<file path="config.mk">
export PLATFORM = sky130hd
export DESIGN_NAME = clkout_stop_seq
export DESIGN_NICKNAME = d
export VERILOG_FILES = /design/src/rtl/clkout_stop_seq_pkg.sv /design/src/rtl/ckseq_req_filter.sv /design/src/rtl/ckseq_restart_timer.sv /design/src/rtl/ckseq_pair.sv /design/src/rtl/clkout_stop_seq.sv
export SDC_FILE = /design/constraint.sdc
export NUM_CORES = 1
export LEC_CHECK = 0
export ABC_AREA = 1
export BUFFER_PORTS_ARGS = -buffer_cell sky130_fd_sc_hd__buf_2
export CAP_MARGIN = 20
export CORE_MARGIN = 2
export CORE_UTILIZATION = 40
export DETAILED_ROUTE_END_ITERATION = 16
export GPL_ROUTABILITY_DRIVEN = 0
export PLACE_DENSITY = 0.7
export SLEW_MARGIN = 20
export SYNTH_ARGS = -nofsm -noshare
export SYNTH_HDL_FRONTEND = slang
export SYNTH_HIERARCHICAL = 1
export SYNTH_SLANG_ARGS = --single-unit
</file>
<file path="constraint.sdc">
create_clock -name clk -period 2.15 [get_ports clk]
set_clock_uncertainty 0.1 [all_clocks]
set_input_delay 0.43 -clock clk [delete_from_list [all_inputs] [get_ports clk]]
set_output_delay 0.43 -clock clk [all_outputs]
set_load 0.02 [all_outputs]
</file>
<file path="src/rtl/clkout_stop_seq_pkg.sv">
package clkout_stop_seq_pkg;

  typedef enum logic [2:0] {
    LEG_RUN,
    LEG_STOP_DRV,
    LEG_STOP_TRI,
    LEG_PD_DRV,
    LEG_PD_TRI,
    LEG_OFF
  } leg_mode_e;

  typedef struct packed {
    logic t;
    logic c;
    logic t_en;
    logic c_en;
  } pair_drive_t;

  function automatic pair_drive_t drive_for(leg_mode_e mode, logic ph);
    pair_drive_t d;
    d = '0;
    case (mode)
      LEG_RUN: begin
        d.t    = ph;
        d.c    = ~ph;
        d.t_en = 1'b1;
        d.c_en = 1'b1;
      end
      LEG_STOP_DRV, LEG_PD_DRV: begin
        d.t    = 1'b1;
        d.t_en = 1'b1;
      end
      default: d = '0;
    endcase
    return d;
  endfunction

endpackage

</file>
<file path="src/rtl/ckseq_req_filter.sv">
module ckseq_req_filter #(
  parameter int SYNC_STAGES = 2
) (
  input  logic clk,
  input  logic rst,
  input  logic raw_i,
  input  logic inv_i,
  input  logic tick_i,
  output logic acc_o
);
  localparam int MSB = SYNC_STAGES - 1;

  logic [MSB:0] sync_q;
  logic         level;
  logic         prev_q;

  always_ff @(posedge clk) begin
    if (rst) sync_q <= {SYNC_STAGES{~inv_i}};
    else     sync_q <= {sync_q[MSB-1:0], raw_i};
  end

  assign level = inv_i ? sync_q[MSB] : ~sync_q[MSB];

  always_ff @(posedge clk) begin
    if (rst) begin
      prev_q <= 1'b0;
      acc_o  <= 1'b0;
    end else if (tick_i) begin
      prev_q <= level;
      if (prev_q == level) acc_o <= level;
    end
  end
endmodule

</file>
<file path="src/rtl/ckseq_restart_timer.sv">
module ckseq_restart_timer #(
  parameter int PERIODS = 3
) (
  input  logic clk,
  input  logic rst,
  input  logic stop_acc_i,
  input  logic tick_i,
  input  logic rise_next_i,
  output logic release_o
);
  localparam int CW = $clog2(PERIODS + 1);

  logic [CW-1:0] cnt_q;

  always_ff @(posedge clk) begin
    if (rst || stop_acc_i)                   cnt_q <= '0;
    else if (tick_i && cnt_q != CW'(PERIODS)) cnt_q <= cnt_q + 1'b1;
  end

  assign release_o = !stop_acc_i && (cnt_q == CW'(PERIODS)) && rise_next_i;
endmodule

</file>
<file path="src/rtl/ckseq_pair.sv">
module ckseq_pair
  import clkout_stop_seq_pkg::*;
(
  input  logic        clk,
  input  logic        rst,
  input  logic        next_phase_i,
  input  logic        enable_i,
  input  logic        stoppable_i,
  input  logic        stop_acc_i,
  input  logic        release_i,
  input  logic        pd_park_i,
  input  logic        stop_tri_i,
  input  logic        pd_tri_i,
  output pair_drive_t drv_o
);
  logic      stopped_q;
  logic      stopped_d;
  logic      park_lvl;
  leg_mode_e mode;

  assign park_lvl = ~stop_tri_i;

  always_comb begin
    if (stopped_q) stopped_d = ~release_i;
    else           stopped_d = stop_acc_i & stoppable_i & (next_phase_i == park_lvl);
  end

  always_comb begin
    if (!enable_i)      mode = LEG_OFF;
    else if (pd_park_i) mode = pd_tri_i ? LEG_PD_TRI : LEG_PD_DRV;
    else if (stopped_d) mode = stop_tri_i ? LEG_STOP_TRI : LEG_STOP_DRV;
    else                mode = LEG_RUN;
  end

  always_ff @(posedge clk) begin
    if (rst) begin
      stopped_q <= 1'b0;
      drv_o     <= '0;
    end else begin
      stopped_q <= stopped_d;
      drv_o     <= drive_for(mode, next_phase_i);
    end
  end
endmodule

</file>
<file path="src/rtl/clkout_stop_seq.sv">
module clkout_stop_seq
  import clkout_stop_seq_pkg::*;
#(
  parameter int N_PAIRS         = 4,
  parameter int SYNC_STAGES     = 2,
  parameter int RESTART_PERIODS = 3
) (
  input  logic               clk,
  input  logic               rst,
  input  logic               stop_req_i,
  input  logic               pd_req_i,
  input  logic               oe_strap_i,
  input  logic [N_PAIRS-1:0] oe_pin_i,
  input  logic [N_PAIRS-1:0] ctl_oe_i,
  input  logic [N_PAIRS-1:0] ctl_stoppable_i,
  input  logic               ctl_stop_tri_i,
  input  logic               ctl_pd_tri_i,
  input  logic               ctl_req_inv_i,
  output logic [N_PAIRS-1:0] dif_t_o,
  output logic [N_PAIRS-1:0] dif_c_o,
  output logic [N_PAIRS-1:0] dif_t_en_o,
  output logic [N_PAIRS-1:0] dif_c_en_o
);
  logic               phase_q;
  logic               tick;
  logic               rise_next;
  logic               pol_q;
  logic               stop_acc;
  logic               pd_acc;
  logic               pd_park_q;
  logic               pd_park_d;
  logic               restart;
  logic [N_PAIRS-1:0] pin_on;
  logic [N_PAIRS-1:0] pair_en;

  // complement leg rises when the phase leaves 1
  assign tick      = phase_q;
  assign rise_next = ~phase_q;

  always_ff @(posedge clk) begin
    if (rst) phase_q <= 1'b0;
    else     phase_q <= ~phase_q;
  end

  always_ff @(posedge clk) begin
    if (rst) pol_q <= oe_strap_i;
  end

  assign pin_on  = pol_q ? ~oe_pin_i : oe_pin_i;
  assign pair_en = ctl_oe_i & pin_on;

  ckseq_req_filter #(.SYNC_STAGES(SYNC_STAGES)) u_stop_filt (
    .clk(clk), .rst(rst), .raw_i(stop_req_i), .inv_i(ctl_req_inv_i),
    .tick_i(tick), .acc_o(stop_acc)
  );

  ckseq_req_filter #(.SYNC_STAGES(SYNC_STAGES)) u_pd_filt (
    .clk(clk), .rst(rst), .raw_i(pd_req_i), .inv_i(ctl_req_inv_i),
    .tick_i(tick), .acc_o(pd_acc)
  );

  // power-down parks and releases on the complement's falling edge
  assign pd_park_d = rise_next ? pd_acc : pd_park_q;

  always_ff @(posedge clk) begin
    if (rst) pd_park_q <= 1'b0;
    else     pd_park_q <= pd_park_d;
  end

  ckseq_restart_timer #(.PERIODS(RESTART_PERIODS)) u_restart (
    .clk(clk), .rst(rst), .stop_acc_i(stop_acc), .tick_i(tick),
    .rise_next_i(rise_next), .release_o(restart)
  );

  for (genvar i = 0; i < N_PAIRS; i++) begin : g_pair
    pair_drive_t drv;

    ckseq_pair u_pair (
      .clk(clk), .rst(rst), .next_phase_i(~phase_q), .enable_i(pair_en[i]),
      .stoppable_i(ctl_stoppable_i[i]), .stop_acc_i(stop_acc),
      .release_i(restart), .pd_park_i(pd_park_d),
      .stop_tri_i(ctl_stop_tri_i), .pd_tri_i(ctl_pd_tri_i), .drv_o(drv)
    );

    assign dif_t_o[i]    = drv.t;
    assign dif_c_o[i]    = drv.c;
    assign dif_t_en_o[i] = drv.t_en;
    assign dif_c_en_o[i] = drv.c_en;
  end
endmodule

</file>
==> results.txt, run 1 <==
- Once detailed placement completed, the half-perimeter wirelength came to 2080 um.
* Count of cells along the worst hold path: 1
* Max-capacitance violation count: 0
* Max-Slew Margin vs Limit: 73.3%
- Number of hold violations in the final report: 0
- Final instance area: 1830 um2
- Biggest fanout along the worst timing path: 4
- Ratio of cells with drive above 1 in the final layout: 22.4%
* Remaining global-route overflow: 0
* Placed Cells incl. Taps: 312
* Area of the multi-input gates: 672 um2
- Register area: 671 um2
- R2r startpoint: u_restart/cnt_q[0]
- Counting cells, the worst reg-to-reg path comes to 11.
* Wire length of the first global-routing pass: 4880 um
- Timing analysis after detailed placement gives a worst setup slack of 0.575 ns.
* Peak VDD IR: 0.000316 V
- Critical Path Slowest Stage Cell: dfxtp_1
- Gr usage total: 14.9%
- The floorplan step defined a die boundary enclosing 4300 um2.
* Library cell appearing most often on the critical path: nand2_1
* # Post-CTS Setup Buffers: 0
- Clock tree synthesis found a total of 33 sinks.
- Summed over all cells, the static leakage comes to 0.999 nW.
- Clock buffer count from CTS: 5
* Iteration count of the initial detailed-routing pass: 4
- Detailed router's first-iteration violation count: 107
* Remaining number of nets flagged by the antenna check after routing: 0
* Finished Layout Cells: 320
- H-tree depth reported by CTS: 2
- Root Driver: clkbuf_8
* Distinct cell type count after synthesis: 17
* Resized Gates After CTS: 0
- TritonCTS clock tree: done
- Setup-violating endpoint count in the final report: 0
- In the final timing run, aggregate negative setup slack is 0 ns.
* Synthesized flop and latch total: 33
* Initial core utilization: 41.4%
- Final-report max-slew violation count: 0
- Synthesis produced 229 cells.
- Walking the worst path, the cells encountered are ha_1, nand2_1, nor2_1, inv_1, nand2_1, nand2_2, nand2_1, nand2_1, nand2_1, nand2_1, nor2_1.
* Least-Margin Pin Slew: 0.401 ns
- STA classifies the critical path endpoint as a flip-flop.
- Buffers placed on the I/O ports in this run total 35.
* Via count of the first global-routing pass: 1206
- Summing all placed instances gives a cell area of 1750 um2.
- Required @ worst endpoint: 2.27 ns
- After floorplanning, the core was divided into 22 placement rows.
* Top-Level Pins: 36
- Antenna fix cells: 0
- The Yosys step of the flow raised 6 warnings.
- DR DRC count: 0
- Number of buffers inserted for hold repair after clock tree synthesis: 0
* Maximum clock path buffer count: 2
- Initial antenna violation count: 0
- In this run the most critical hold path is launched from oe_strap_i.
- The region available for standard cell placement spans 3660 um2.
- Vias/cell: 4.40
- For this design the ratio of total power to cell area is 701 nW/um2.
- Arrival time at the worst endpoint: 1.69 ns
* Layout overhead on the synthesized area: 20.6%
- Routed wire per std cell: 8.84 um
* Clock-pin slew on the worst setup and hold paths: 0.06 ns
- Crit path setup slack, layout: 0.574 ns
- Peak Freq: 634 MHz
- RSZ-0062 raised after global routing: no
- Counting the fill cells in the layout gives 377.
- In this run the horizontal extent of the chip is 65.5 um.
- After synthesis the cells add up to 1520 um2.
* Class of the most critical hold timing path: in -> reg
- Shortest clock period the worst path allows after layout: 1.58 ns
* Vias: 1408
* Post-synthesis area per instance: 6.62 um2
- From bottom edge to top edge, the die measures 65.5 um.
- The final layout contains routed wiring with a total length of 2830 um.
- In the final design database the tool counted 292 nets.
- Entering global routing, the biggest net connects 19 pins.
* Insertion delay of the later-clocked pin in the worst-skew pair: 0.27 ns
* Post-synthesis sequential area ratio: 44.3%
* Critical path start-end classification: reg -> reg
- Worst Setup Start Kind: flip-flop
* Launch point of the critical path: u_restart/cnt_q[0]
- In this design, the stage delay of the slowest critical-path cell is 0.36 ns.
* Period Utilization, post-route: 73.3%
* Result of the run: finished, final reports clean
- Synthesis produced a netlist with a net count of 250.
## kinds of logic (layout without fill, tap and decap cells)
group | Yosys count | in the layout | synth area share, %
simple gates | 131 | 131 | 36.9
compound gates | 20 | 20 | 6.61
fa+ha+maj | 1 | 1 | 0.826
flops | 33 | 33 | 44.3
buf+inv | 44 | 87 | 11.4
## Yosys cell counts
master,n,area share (%)
ha_1,1,0.83
nor2_4,1,0.74
o21ai_1,4,1.3
a21oi_1,12,4.0
nand3_2,2,1.3
o21ai_0,4,1.3
dfxtp_1,32,42
nor2_2,2,0.83
clkinv_1,8,2.0
nor2_1,22,5.5
buf_6,1,0.74
inv_2,5,1.2
nand2_1,80,20
nand2_2,10,4.1
edfxtp_1,1,2.0
nand3_1,14,4.6
inv_1,30,7.4
## cell type report
class	instances	share of cell area, %
timing repair buffer	36	10.0
multi-input combinational	152	36.8
clock buffer	8	4.38
tap	48	3.29
inverter	43	8.84
sequential	33	36.7
## metrics by stage
step           util [%]  hold WS (ns)  total power [mW]
6_report           49.9         0.232              1.28
5_1_grt            49.9         0.221              1.36
4_1_cts            49.9         0.222              1.30
3_5_place_dp       47.7         0.312             0.867
3_3_place_gp       47.7         0.312             0.863
2_1_floorplan         -         0.296             0.803
## critical path, delay by kind of cell, from the launching register on
kind / cells / cell delay (ns)
simple gates: 9 / 0.77
flops: 1 / 0.36
fa+ha+maj: 1 / 0.21
buf+inv: 1 / 0.08
## state kept, by name (all words and copies together), names as in the netlist
signal                   cells
g_pair.u_pair/drv_o         16
g_pair.u_pair/stopped_q      4
pd_park_q                    1
phase_q                      1
pol_q                        1
u_pd_filt/acc_o              1
u_pd_filt/prev_q             1
u_pd_filt/sync_q             2
u_restart/cnt_q              2
u_stop_filt/acc_o            1
u_stop_filt/prev_q           1
u_stop_filt/sync_q           2
## metal layers
layer	routed length [um]	vias to the layer above	share of wire, %	global-route usage (%)
li1	-	775	-	-
met4	27	0	0.95	5.47
met5	0	-	0	0
met2	1340	36	48	26.1
met3	190	2	6.7	5.65
met1	1270	595	45	16.3
## cell usage in the layout, fill, tap and decap left out, types with 4 or more instances in the layout
| cell | Yosys | routed |
|---|---|---|
| a21oi_1 | 12 | 12 |
| buf_2 | 0 | 35 |
| clkbuf_8 | 0 | 5 |
| clkinv_1 | 8 | 8 |
| dfxtp_1 | 32 | 32 |
| inv_1 | 30 | 30 |
| inv_2 | 5 | 5 |
| nand2_1 | 80 | 80 |
| nand2_2 | 10 | 10 |
| nand3_1 | 14 | 14 |
| nor2_1 | 22 | 22 |
| o21ai_0 | 4 | 4 |
| o21ai_1 | 4 | 4 |
## report_power, final
part | switching [mW] | leakage, nW | internal [mW]
Sequential | 0.0156 | 0.272 | 0.648
Clock | 0.200 | 0.0395 | 0.230
Combinational | 0.121 | 0.687 | 0.0666
## path summary, 6_finish.rpt
check	end	slack, ns
worst min register to register	u_stop_filt/sync_q[1]	0.32
worst max-delay path	g_pair[0].u_pair/drv_o[2]	0.57
worst max register to register	g_pair[0].u_pair/drv_o[2]	0.57
worst min-delay path	pol_q	0.23
No activity file was read; power rests on OpenSTA's default activity.
==> inputs of run 2 (changes only) <==
Settings changed: ABC_AREA 1 to 0, PLACE_DENSITY 0.7 to 0.71.
Clock period 2.15 ns to 1.45 ns, I/O delays scaled along.
==> run 2 against run 1 <==
The flow now finishes with violations (negative setup slack). Critical path depth fell by 5. Final cell count is 25% lower. Clock power up 34%. Critical endpoint is now g_pair[2].u_pair/drv_o[1]. Highest routed layer unchanged. Sequential share of layout area fell by 0.13 points. First-iteration DRC count is 57% lower. Routed wire length increased by 7.4%. Die area is 11% lower. Largest cell class unchanged. Cell area rose by 1.3%. Global-route usage up 1.2 points.
==> results.txt, run 2 <==
- Number of hold violations in the final report: 0 (unchanged)
- The first-pass GRT wire length came to 4440 um (-8.9%).
- Max-Slew Margin vs Limit: 78.8% (+5.5 points)
- The maximum clock path buffer count was 2 (unchanged).
- Number of standard cells after synthesis: 137 (-40%)
* Final instance area: 1850 um2 (+1.3%)
- The worst hold-check slack was 0.0321 ns (-0.200 ns).
- The number of slew-limit violations in the final report came to 0 (unchanged).
* Detailed router's first-iteration violation count: 46 (-57%)
- Ratio of cells with drive above 1 in the final layout: 40.9% (+19 points)
* Number of warnings reported in the yosys synthesis log: 6 (unchanged)
- The number of flip-flops under the largest register name is 16 (unchanged).
- Routed wire per std cell: 12.7 um (+44%)
- In this run the most critical hold path is launched from oe_strap_i.
- The die width was 62.0 um (-5.4%).
- Worst setup slack for register-to-register paths: -0.08 ns (-0.65 ns)
* H-tree depth reported by CTS: 2 (unchanged)
* Worst Setup Start Kind: flip-flop
- Final-stage net count: 213 (-27%)
* Distinct cell type count after synthesis: 26 (+9)
- Leakage power of the design: 0.807 nW (-19%)
- Failing checks: negative setup slack
- STA classifies the critical path endpoint as a flip-flop.
* Leading register cell type out of synthesis: dfxtp_1
- Kind of cell adding the most delay to the critical path: flip-flops
* Vias/cell: 4.92 (+12%)
- The HPWL after detailed placement came to 2060 um (-0.83%).
* End of the worst hold path: pol_q
* Remaining global-route overflow: 0 (unchanged)
- The share of Yosys cell area claimed by the top area cell type came to 47.6% (+5.3 points).
- Critical Path Slowest Stage Cell: edfxtp_1
- The number of nets produced by synthesis came to 158 (-37%).
- Relative to the synthesized area, the layout overhead comes to 37.6%.
- Result of the run: finished, violations left
* Insertion delay of the later-clocked pin in the worst-skew pair: 0.32 ns (+0.05 ns)
- Leaving out fill and tap cells, the most frequent cells in the layout are buf_2, dfxtp_1, buf_4, inv_1, a21oi_1.
- Biggest cell delay along the critical path: 0.49 ns (+0.13 ns)
* Post-synth top area cell: dfxtp_1
* Period Utilization, post-route: 105% (+32 points)
* Full die area: 3840 um2 (-11%)
- The maximum VDD drop was 0.000625 V (+98%).
- Die boundary height: 62.0 um (-5.4%)
- DR DRC count: 0 (unchanged)
- DP Worst Slack: -0.0612 ns (-0.637 ns)
- R2r endpoint: g_pair[2].u_pair/drv_o[1]
- Total placed instance area: 1640 um2 (-6.1%)
- The number of sinks driven by the clock tree came to 33 (unchanged).
- Clock-pin slew on the worst setup and hold paths: 0.10 ns (+0.04 ns)
* Pwr dens: 999 nW/um2 (+42%)
- The global routing usage summed across all routing layers was 16.2% (+1.2 points).
* Top-Level Pins: 36 (unchanged)
* Synthesized flop and latch total: 33 (unchanged)
- The count of port buffers added during placement came to 35 (unchanged).
- Pwr Total: 1.85 mW (+44%)
* Count of standard-cell rows: 21 (-4.5%)
- The setup-violating endpoint count in the final report is 7 (+7).
- The sequential cell area fraction in the yosys report came to 49.9% (+5.6 points).
- The number of instances in the placed design is 225 (-28%).
* Most common cell in the netlist: dfxtp_1
- Post-Syn Area: 1350 um2 (-11%)
- Crit path setup slack, layout: -0.0757 ns (-0.650 ns)
* Dominant cells by area after synthesis: dfxtp_1, nand2b_1, xnor2_1
- The number of cells on the worst reg-to-reg path came to 6 (-5).
- Class of the most critical hold timing path: in -> reg
- Layout fillers: 298 (-21%)
- RSZ-0062 raised after global routing: yes
- The max-cap violation count is 0 (unchanged).
- The number of flops mapped to enable cells by yosys was 1 (unchanged).
- The post-synthesis average cell area was 9.82 um2 (+48%).
- Utilization after layout: 56.3% (+6.4 points)
* Required @ worst endpoint: 1.61 ns (-0.66 ns)
* Finished Layout Cells: 239 (-25%)
* Top register by number of flip-flops: g_pair.u_pair/drv_o
- The cell count of the worst hold path was 1 (unchanged).
- Shortest clock period the worst path allows after layout: 1.53 ns (-0.0503 ns)
* Clock buffer count from CTS: 5 (unchanged)
* Fin Setup TNS: -0.196 ns (-0.196 ns)
* R2r startpoint: pol_q
- The initial antenna violation count came to 0 (unchanged).
- Iteration count of the initial detailed-routing pass: 4 (unchanged)
* Most instantiated cells after synthesis: dfxtp_1, inv_1, a21oi_1, nand2b_1, o21ai_1
- The total core area was 3280 um2 (-10%).
* Remaining number of nets flagged by the antenna check after routing: 0 (unchanged)
* Largest net degree at the start of global routing: 18 (-1)
- The transition at the pin with the smallest max-transition slack came to 0.318 ns (-0.0830 ns).
- The signal on the critical path passes through buf_6, xor2_1, and2_1, nand2b_1, a21o_1, a31oi_1.
- The critical-path maximum fanout is 3 (-1).
- Total wirelength of the detailed-routed design: 3040 um (+7.4%)
- Peak Freq: 655 MHz (+3.3%)
- Buffer and inverter count on the worst path: 1 (unchanged)
- The via count of the first global-routing pass came to 1090 (-9.6%).
- The critical path in this run is classified as reg -> reg.
- Initial core utilization: 41.0% (-0.44 points)
- Vias: 1176 (-16%)
- The number of antenna diodes is 0 (unchanged).
* Share of synthesized registers carrying an async set or reset: 0% (unchanged)
- Arrival time at the worst endpoint: 1.68 ns (about the same)
- The tree is rooted in a clkbuf_4.
- In the final layout, the registers with the most flip-flops are g_pair.u_pair/drv_o: 16 flops, g_pair.u_pair/stopped_q: 4 flops.
- TritonCTS built the clock tree.
- Most common cell after layout, fill and taps aside: buf_2
-- run 2: cell count changes after synthesis, moves of 5 or more --
| cell | previous run | this run |
|---|---|---|
| nand2_1 | 80 | 1 |
| inv_1 | 30 | 11 |
| nor2_1 | 22 | 4 |
| nand3_1 | 14 | 2 |
| nand2_2 | 10 | 0 |
| nand2b_1 | 0 | 10 |
| clkinv_1 | 8 | 0 |
| xnor2_1 | 0 | 7 |
| inv_2 | 5 | 0 |
-- run 2: worst max-delay path by stage --
stage | cells past startpoint | end | start | slack, ns
2_1_floorplan | 6 | g_pair[0].u_pair/drv_o[2] | phase_q | -0.001
3_3_place_gp | 6 | g_pair[2].u_pair/drv_o[2] | u_restart/cnt_q[0] | 0.03
3_5_place_dp | 6 | g_pair[3].u_pair/drv_o[2] | u_restart/cnt_q[0] | -0.06
4_1_cts | 5 | g_pair[3].u_pair/drv_o[2] | pol_q | -0.04
5_1_grt | 6 | g_pair[2].u_pair/drv_o[1] | pol_q | -0.17
6_report | 6 | g_pair[2].u_pair/drv_o[1] | pol_q | -0.08
-- run 2: area by class of cell --
type	instances	area (um2)	share of cell area [%]
multi-input combinational	93	721	38.9
sequential	33	677	36.6
clock inverter	1	5.00	0.270
timing repair buffer	48	280	15.1
inverter	11	45.0	2.43
tap	46	57.6	3.11
clock buffer	7	65.1	3.52
-- run 2: cell families after synthesis --
family                   count (synthesis)  share of synthesized area (%)
XOR/XNOR                                11                           7.16
buffers and inverters                   11                           3.07
flip-flops                              33                           49.9
AND/OR/NAND/NOR                         45                           22.2
adder cells (fa/ha/maj)                  1                          0.930
AO/OA/AOI/OAI                           32                           13.4
multiplexers                             4                           3.35
-- run 2: worst register-to-register path, stage by stage (launching register included) --
cell      delay [ns]
edfxtp_1        0.49
buf_6           0.16
xor2_1          0.13
and2_1          0.15
nand2b_1        0.09
a21o_1          0.18
a31oi_1         0.16
-- run 2: metal layers --
layer / vias to the layer above / track usage [%] / share of wire, %
li1: 583 / - / -
met3: 4 / 3.93 / 6.4
met5: - / 0 / 0
met1: 555 / 17.3 / 39
met2: 34 / 28.1 / 53
met4: 0 / 10.3 / 0.82
-- run 2: power by group --
| part | total [mW] | internal, mW | switching, mW | leakage [nW] |
|---|---|---|---|---|
| clock | 0.577 | 0.281 | 0.296 | 0.0413 |
| sequential | 0.984 | 0.960 | 0.0233 | 0.273 |
| combinational | 0.287 | 0.133 | 0.154 | 0.493 |
-- run 2: what timing repair did --
action                                  4_1_cts  5_1_grt
pin swaps                                     4       13
resized for setup                             5       14
buffers inserted                              1        5
endpoints found under the setup margin       10       20
hold buffers                                  0        0
